### config.mk
export PLATFORM = sky130hd
export DESIGN_NAME = wall_clock_arbiter
export DESIGN_NICKNAME = d
export VERILOG_FILES = /design/src/rtl/wcarb_pkg.sv /design/src/rtl/wcarb_ctrl.sv /design/src/rtl/wcarb_datapath.sv /design/src/rtl/wall_clock_arbiter.sv
export SDC_FILE = /design/constraint.sdc
export NUM_CORES = 2
export LEC_CHECK = 0
export BUFFER_PORTS_ARGS = -buffer_cell sky130_fd_sc_hd__buf_2
export CAP_MARGIN = 10
export CORE_AREA = 2 2 317 319
export DETAILED_ROUTE_END_ITERATION = 8
export DIE_AREA = 0 0 319 321
export GPL_ROUTABILITY_DRIVEN = 0
export PLACE_DENSITY = 0.54
export SYNTH_ARGS = -nofsm -noshare
export SYNTH_HDL_FRONTEND = slang
export SYNTH_SLANG_ARGS = --single-unit
### constraint.sdc
create_clock -name clk -period 14.75 [get_ports clk]
set_input_delay 0.7375 -clock clk [delete_from_list [all_inputs] [get_ports clk]]
set_output_delay 0.7375 -clock clk [all_outputs]
set_load 0.1 [all_outputs]
### src/rtl/wcarb_pkg.sv
package wcarb_pkg;
  localparam int TIME_W = 64;

  typedef struct packed {
    logic wcCommit;
    logic wcRaw;
    logic tmLoad;
    logic tmRaw;
  } strobe_t;
endpackage

### src/rtl/wcarb_ctrl.sv
module wcarb_ctrl
  import wcarb_pkg::*;
#(
  parameter int STREAMS   = 3,
  parameter int STALE_W   = 4,
  parameter int STALE_LIM = 3
) (
  input  logic               clk,
  input  logic               rstN,
  input  logic               wcReq,
  input  logic               wcForce,
  input  logic               tmReq,
  input  logic               tmForce,
  input  logic [STREAMS-1:0] strmPassed,
  input  logic               sameAsCur,
  input  logic               belowCur,
  output strobe_t            str,
  output logic               backwardsErr,
  output logic               staleWarn
);
  localparam logic [STALE_W-1:0] STALE_MAX = {STALE_W{1'b1}};

  logic [STALE_W-1:0] staleCnt;
  logic               allPassed;

  always_comb begin
    allPassed    = &strmPassed;
    str.wcCommit = wcReq & (wcForce | allPassed);
    str.wcRaw    = wcForce;
    str.tmLoad   = tmReq;
    str.tmRaw    = tmForce;
  end

  always_ff @(posedge clk) begin
    if (!rstN) begin
      staleCnt     <= '0;
      backwardsErr <= 1'b0;
    end else begin
      backwardsErr <= str.wcCommit & ~str.wcRaw & belowCur;
      if (str.wcCommit && !str.wcRaw) begin
        if (!sameAsCur) staleCnt <= '0;
        else if (staleCnt != STALE_MAX) staleCnt <= staleCnt + 1'b1;
      end
    end
  end

  assign staleWarn = (staleCnt > STALE_W'(STALE_LIM));

  p_err_needs_unforced_r5: assert property (@(posedge clk) disable iff (!rstN)
    backwardsErr |-> $past(wcReq && !wcForce));
  p_stale_clear_r6: assert property (@(posedge clk) disable iff (!rstN)
    (str.wcCommit && !str.wcRaw && !sameAsCur) |=> !staleWarn);
  p_delayed_keeps_stale_r6: assert property (@(posedge clk) disable iff (!rstN)
    (!str.wcCommit || str.wcRaw) |=> $stable(staleWarn));
endmodule

### src/rtl/wcarb_datapath.sv
module wcarb_datapath
  import wcarb_pkg::*;
#(
  parameter int STREAMS = 3
) (
  input  logic                        clk,
  input  logic                        rstN,
  input  strobe_t                     str,
  input  logic                        wcReq,
  input  logic [TIME_W-1:0]           wcValue,
  input  logic [STREAMS*TIME_W-1:0]   strmElapsed,
  input  logic [TIME_W-1:0]           tmExpiry,
  input  logic [TIME_W-1:0]           nowTime,
  input  logic [STREAMS-1:0]          strmRunning,
  input  logic [STREAMS-1:0]          strmScheduled,
  input  logic [STREAMS*TIME_W-1:0]   strmNext,
  output logic                        sameAsCur,
  output logic                        belowCur,
  output logic [TIME_W-1:0]           wallClock,
  output logic                        wcDone,
  output logic                        wcAccepted,
  output logic [TIME_W-1:0]           deadline,
  output logic                        tmDone,
  output logic                        tmAccepted
);
  localparam logic [TIME_W-1:0] TIME_MAX = {TIME_W{1'b1}};

  logic [TIME_W-1:0] elapsedOf [STREAMS];
  logic [TIME_W-1:0] nextOf    [STREAMS];
  logic [TIME_W-1:0] candidate, nextWall, minNext, preClamp, nextDeadline;

  for (genvar i = 0; i < STREAMS; i++) begin : g_lane
    assign elapsedOf[i] = strmElapsed[i*TIME_W +: TIME_W];
    assign nextOf[i]    = (strmRunning[i] && strmScheduled[i])
                          ? strmNext[i*TIME_W +: TIME_W] : TIME_MAX;
  end

  always_comb begin
    candidate = wcValue;
    minNext   = tmExpiry;
    for (int i = 0; i < STREAMS; i++) begin
      if (elapsedOf[i] > candidate) candidate = elapsedOf[i];
      if (nextOf[i] < minNext) minNext = nextOf[i];
    end
    sameAsCur    = (candidate == wallClock);
    belowCur     = (candidate < wallClock);
    nextWall     = !str.wcCommit ? wallClock : (str.wcRaw ? wcValue : candidate);
    preClamp     = str.tmRaw ? tmExpiry : minNext;
    nextDeadline = (preClamp < nowTime) ? nowTime : preClamp;
  end

  always_ff @(posedge clk) begin
    if (!rstN) begin
      wallClock  <= '0;
      wcDone     <= 1'b0;
      wcAccepted <= 1'b0;
      deadline   <= '0;
      tmDone     <= 1'b0;
      tmAccepted <= 1'b0;
    end else begin
      wcDone    <= wcReq;
      tmDone    <= str.tmLoad;
      wallClock <= nextWall;
      if (wcReq) wcAccepted <= (nextWall == wcValue);
      if (str.tmLoad) begin
        deadline   <= nextDeadline;
        tmAccepted <= (nextDeadline == tmExpiry);
      end
    end
  end

  p_hold_r1: assert property (@(posedge clk) disable iff (!rstN)
    !wcReq |=> $stable(wallClock));
  p_forced_exact_r3: assert property (@(posedge clk) disable iff (!rstN)
    (str.wcCommit && str.wcRaw) |=> (wallClock == $past(wcValue)));
  p_monotonic_r2: assert property (@(posedge clk) disable iff (!rstN)
    (str.wcCommit && !str.wcRaw && !belowCur) |=> (wallClock >= $past(wallClock)));
  p_floor_r8: assert property (@(posedge clk) disable iff (!rstN)
    str.tmLoad |=> (deadline >= $past(nowTime)));
  p_done_pulse_r9: assert property (@(posedge clk) disable iff (!rstN)
    tmDone |-> $past(str.tmLoad));
endmodule

### src/rtl/wall_clock_arbiter.sv
module wall_clock_arbiter
  import wcarb_pkg::*;
#(
  parameter int STREAMS   = 3,
  parameter int STALE_W   = 4,
  parameter int STALE_LIM = 3
) (
  input  logic                      clk,
  input  logic                      rstN,
  input  logic                      wcReq,
  input  logic                      wcForce,
  input  logic [63:0]               wcValue,
  input  logic [STREAMS-1:0]        strmPassed,
  input  logic [STREAMS*64-1:0]     strmElapsed,
  input  logic                      tmReq,
  input  logic                      tmForce,
  input  logic [63:0]               tmExpiry,
  input  logic [63:0]               nowTime,
  input  logic [STREAMS-1:0]        strmRunning,
  input  logic [STREAMS-1:0]        strmScheduled,
  input  logic [STREAMS*64-1:0]     strmNext,
  output logic [63:0]               wallClock,
  output logic                      wcDone,
  output logic                      wcAccepted,
  output logic                      backwardsErr,
  output logic                      staleWarn,
  output logic [63:0]               deadline,
  output logic                      tmDone,
  output logic                      tmAccepted
);
  strobe_t str;
  logic    sameAsCur, belowCur;

  wcarb_ctrl #(.STREAMS(STREAMS), .STALE_W(STALE_W), .STALE_LIM(STALE_LIM)) ctrl_i (
    .clk(clk), .rstN(rstN), .wcReq(wcReq), .wcForce(wcForce),
    .tmReq(tmReq), .tmForce(tmForce), .strmPassed(strmPassed),
    .sameAsCur(sameAsCur), .belowCur(belowCur), .str(str),
    .backwardsErr(backwardsErr), .staleWarn(staleWarn)
  );

  wcarb_datapath #(.STREAMS(STREAMS)) dp_i (
    .clk(clk), .rstN(rstN), .str(str), .wcReq(wcReq), .wcValue(wcValue),
    .strmElapsed(strmElapsed), .tmExpiry(tmExpiry), .nowTime(nowTime),
    .strmRunning(strmRunning), .strmScheduled(strmScheduled), .strmNext(strmNext),
    .sameAsCur(sameAsCur), .belowCur(belowCur), .wallClock(wallClock),
    .wcDone(wcDone), .wcAccepted(wcAccepted), .deadline(deadline),
    .tmDone(tmDone), .tmAccepted(tmAccepted)
  );

  p_err_with_done_r5: assert property (@(posedge clk) disable iff (!rstN)
    backwardsErr |-> wcDone);
  p_wcdone_pulse_r4: assert property (@(posedge clk) disable iff (!rstN)
    wcDone |-> $past(wcReq));
endmodule

==> impl_results.md <==
* Outcome: complete, no violations
* Fin crit share at roughly 95%
* Top FF cell, synth: dfxtp_1
* Crit-path slowest cell: nor3b_1
* CTS Hold Bufs at 0
* Initial antenna violation count at 28
* Clk sinks at about 140
* Root Buffer: clkbuf_16
* Post-synth EDFFs at 0
* H-Tree Depth at 4
* First-pass GRT wire length at approximately 230000 um
* Nets at just under 6k
* Die area at a little over 100000 um2
* Routed met2 length at approximately 70000 um
* Avg WL per Cell at approximately 28 um
* Avg Cell Area, Syn at ~7 um2
* # IOs at roughly 730
* Share of layout cells above drive strength 1 at a little under a quarter
* Cell count after synthesis at around 4.1k
* Worst Hold Launch: dp_i.deadline[8]$_SDFFE_PN0P_
* TritonCTS clock tree: done
* Worst setup margin at 699 ps
* Core Util, Final at a little over a third
* Synthesized cell area at 29500 um2
* Worst path bufs/invs at 9
* Max Root-Sink Buffers at 2
* Vias in the first global route at approximately 33k
* Met1 WL at 68000 um
* Grt total ovfl at 0
* Final max-slew violation count at 0
* Static leakage at 17.6 nW
* Row cnt at 116
* Sequential share of the synthesized area at 9.30%
* Crit-path max FO at between 40 and 50
* Via Count at ~36k
* Worst EP required at about 15000 ps
* Initial core utilization at around 30%
* Area Overhead vs Synth at 19.7%
* Worst slew pin tran at 1310 ps
* Core area at 99300 um2
* Top post-synthesis cells by area: ha_1, dfxtp_1, mux2i_1, a21oi_1, inv_1
* CP arrival at ~14000 ps
* #FFs+latches synth at approximately 140
* PwrDens at about 100 nW/um2
* DR iter-0 viols at 4775
* Clk slew on worst S/H paths at 70 ps
* DRC viols at 0
* Drt pass-1 iters at 8
* Tmin final at approximately 14000 ps
* Layout fillers at 10.8k
* CP startpoint: strmRunning[0]
* R2R cell count at 15
* Hold Fails Final Rpt at 0
* Crit Path Category: primary input to flop
* Die X at between 300 and 400 um
* R2R Path Start: dp_i.wallClock[26]$_SDFF_PN0_
* Worst skew pair latency at roughly 450 ps
* Area share of the largest cell type after synthesis at 21.5%
* Fmax at just over 70 MHz
* Setup WS pre-CTS at around 260 ps
* Top-count cell post-synth: ha_1
* CP Capture Type: flop
* Family with the most delay on the worst path: simple AND/OR/NAND/NOR gates
* GRT Util Overall at about a third
* Synth unique cells at between 90 and 100
* Asr flop ratio synth at 0%
* CP Depth at 54
* Critical path startpoint category: primary input
* Max stage delay on crit path at around 600 ps
* CTS Buf Count at 17
* Syn nets at around 5.2k
* Met3 routed wirelength at ~20000 um
* Yosys warnings at 0
* Endpoints failing setup at 0
* Tightest Hold Check Type: flop to flop
* Number of max-cap violations at 0
* Post-synth top area cell: ha_1
* Hold depth at 2
* IR drop worst, VDD at approximately 52 uV
* Largest net degree at the start of global routing at 81
* Highest metal used: met5
* DRT Wirelength at around 170000 um
* Hpwl dp at 146000 um
* CP most frequent cell: nand4_1
* Post-synth top cells: ha_1, inv_1, nand2_1
* Hold_ws at approximately 490 ps
* Rel. slew slack at a little over a tenth
* Post-DR vias/cell at 5.89
* PortBufs at about 720
* Final Skew at roughly 18 ps
* Die Height at between 300 and 400 um
* DRT antenna net count at 0
## through the flow
| stage | cell area, um2 | std cells | power, mW | TNS (ps) |
|---|---|---|---|---|
| 6_report | 35300 | 6069 | 3.66 | 0 |
| 5_1_grt | 35300 | 6065 | 3.86 | -48.4 |
| 4_1_cts | 35200 | 6039 | 3.56 | 0 |
| 3_5_place_dp | 34600 | 6007 | 3.13 | 0 |
| 3_3_place_gp | 34600 | 6007 | 3.12 | 0 |
| 2_1_floorplan | 29500 | 4113 | 2.22 | 0 |
## worst register-to-register path: stages, from the launching register on
cell       delay, ps
dfxtp_1          610
inv_1            180
ha_1             340
nor2b_1          130
o21ai_0          160
nand2b_1          70
a21oi_1          160
nor2b_1           70
o21ai_0          140
nand2b_1          80
a21oi_1          190
o21ai_0          180
a21oi_1          180
nor2_1           120
a2111oi_0        440
buf_4            210
## registers in the layout (all words and copies together) (netlist names)
register             count
ctrl_i.staleCnt          4
dp_i.tmAccepted          1
dp_i.wcAccepted          1
dp_i.tmDone              1
dp_i.wcDone              1
dp_i.wallClock          64
ctrl_i.backwardsErr      1
dp_i.deadline           64
## final cells by class
| cell class | count | area, um2 | area share, % |
|---|---|---|---|
| clock buffers | 19 | 443 | 1.25 |
| clock inverters | 13 | 95.1 | 0.269 |
| inverters | 392 | 1470 | 4.17 |
| diodes | 22 | 55.1 | 0.156 |
| repair buffers | 810 | 4370 | 12.4 |
| multi-input cells | 3378 | 24500 | 69.4 |
| flip-flops and latches | 137 | 2740 | 7.77 |
| well taps | 1298 | 1620 | 4.60 |
## final timing paths
path | endpoint | slack, ps
hold / removal | dp_i.deadline[8]$_SDFFE_PN0P_ | 490
setup / recovery | dp_i.tmAccepted$_SDFFE_PN0P_ | 700
hold reg to reg | dp_i.deadline[8]$_SDFFE_PN0P_ | 490
setup reg to reg | ctrl_i.backwardsErr$_SDFF_PN0_ | 11430
## what timing repair did
action / in CTS / in global routing
setup buffers: 0 / 5
endpoints found under the setup margin: 0 / 1
endpoints found under the hold margin: 0 / 0
gates resized for setup: 0 / 6
## report_power, final
| group | switching (mW) | internal, mW |
|---|---|---|
| sequential | 0.0483 | 0.409 |
| clock | 0.195 | 0.221 |
| combinational | 1.85 | 0.935 |
## cells by family after synthesis
group,Yosys count,synth area share (%)
XOR/XNOR,119,3.53
AND/OR/NAND/NOR,1324,22.6
flip-flops,137,9.30
multiplexers,238,8.21
adder cells (fa/ha/maj),507,21.5
buffers and inverters,601,8.03
AO/OA/AOI/OAI,1187,26.8
## layout by cell type, fill, tap and decap left out, drive strengths merged, types with 11 or more instances in the layout
cell type	n
buf	810
nand4	133
o31ai	17
o211a	31
a2111o	24
nand2b	24
clkbuf	19
or2	168
o211ai	17
dfxtp	137
a2111oi	15
a221oi	15
o221ai	13
a31oi	13
a211oi	52
xor2	41
and4	11
o22ai	39
nor4	36
mux2i	209
a211o	32
o21ai	287
nand3	50
nor2	314
a311oi	13
nand2	315
nor3	76
xnor2	78
nor2b	108
mux2	29
and2	59
ha	507
o21a	27
a22oi	11
o311ai	18
o2111ai	14
a21o	185
a21oi	300
diode	22
inv	395
## per-layer routing
| layer | global-route usage (%) | vias to the layer above |
|---|---|---|
| met1 | 40.7 | 16500 |
| met5 | 0 | - |
| met3 | 7.65 | 521 |
| met4 | 18.6 | 10 |
| li1 | - | 16200 |
| met2 | 47.2 | 2530 |
Note: power is estimated with default switching activity, not from simulation.
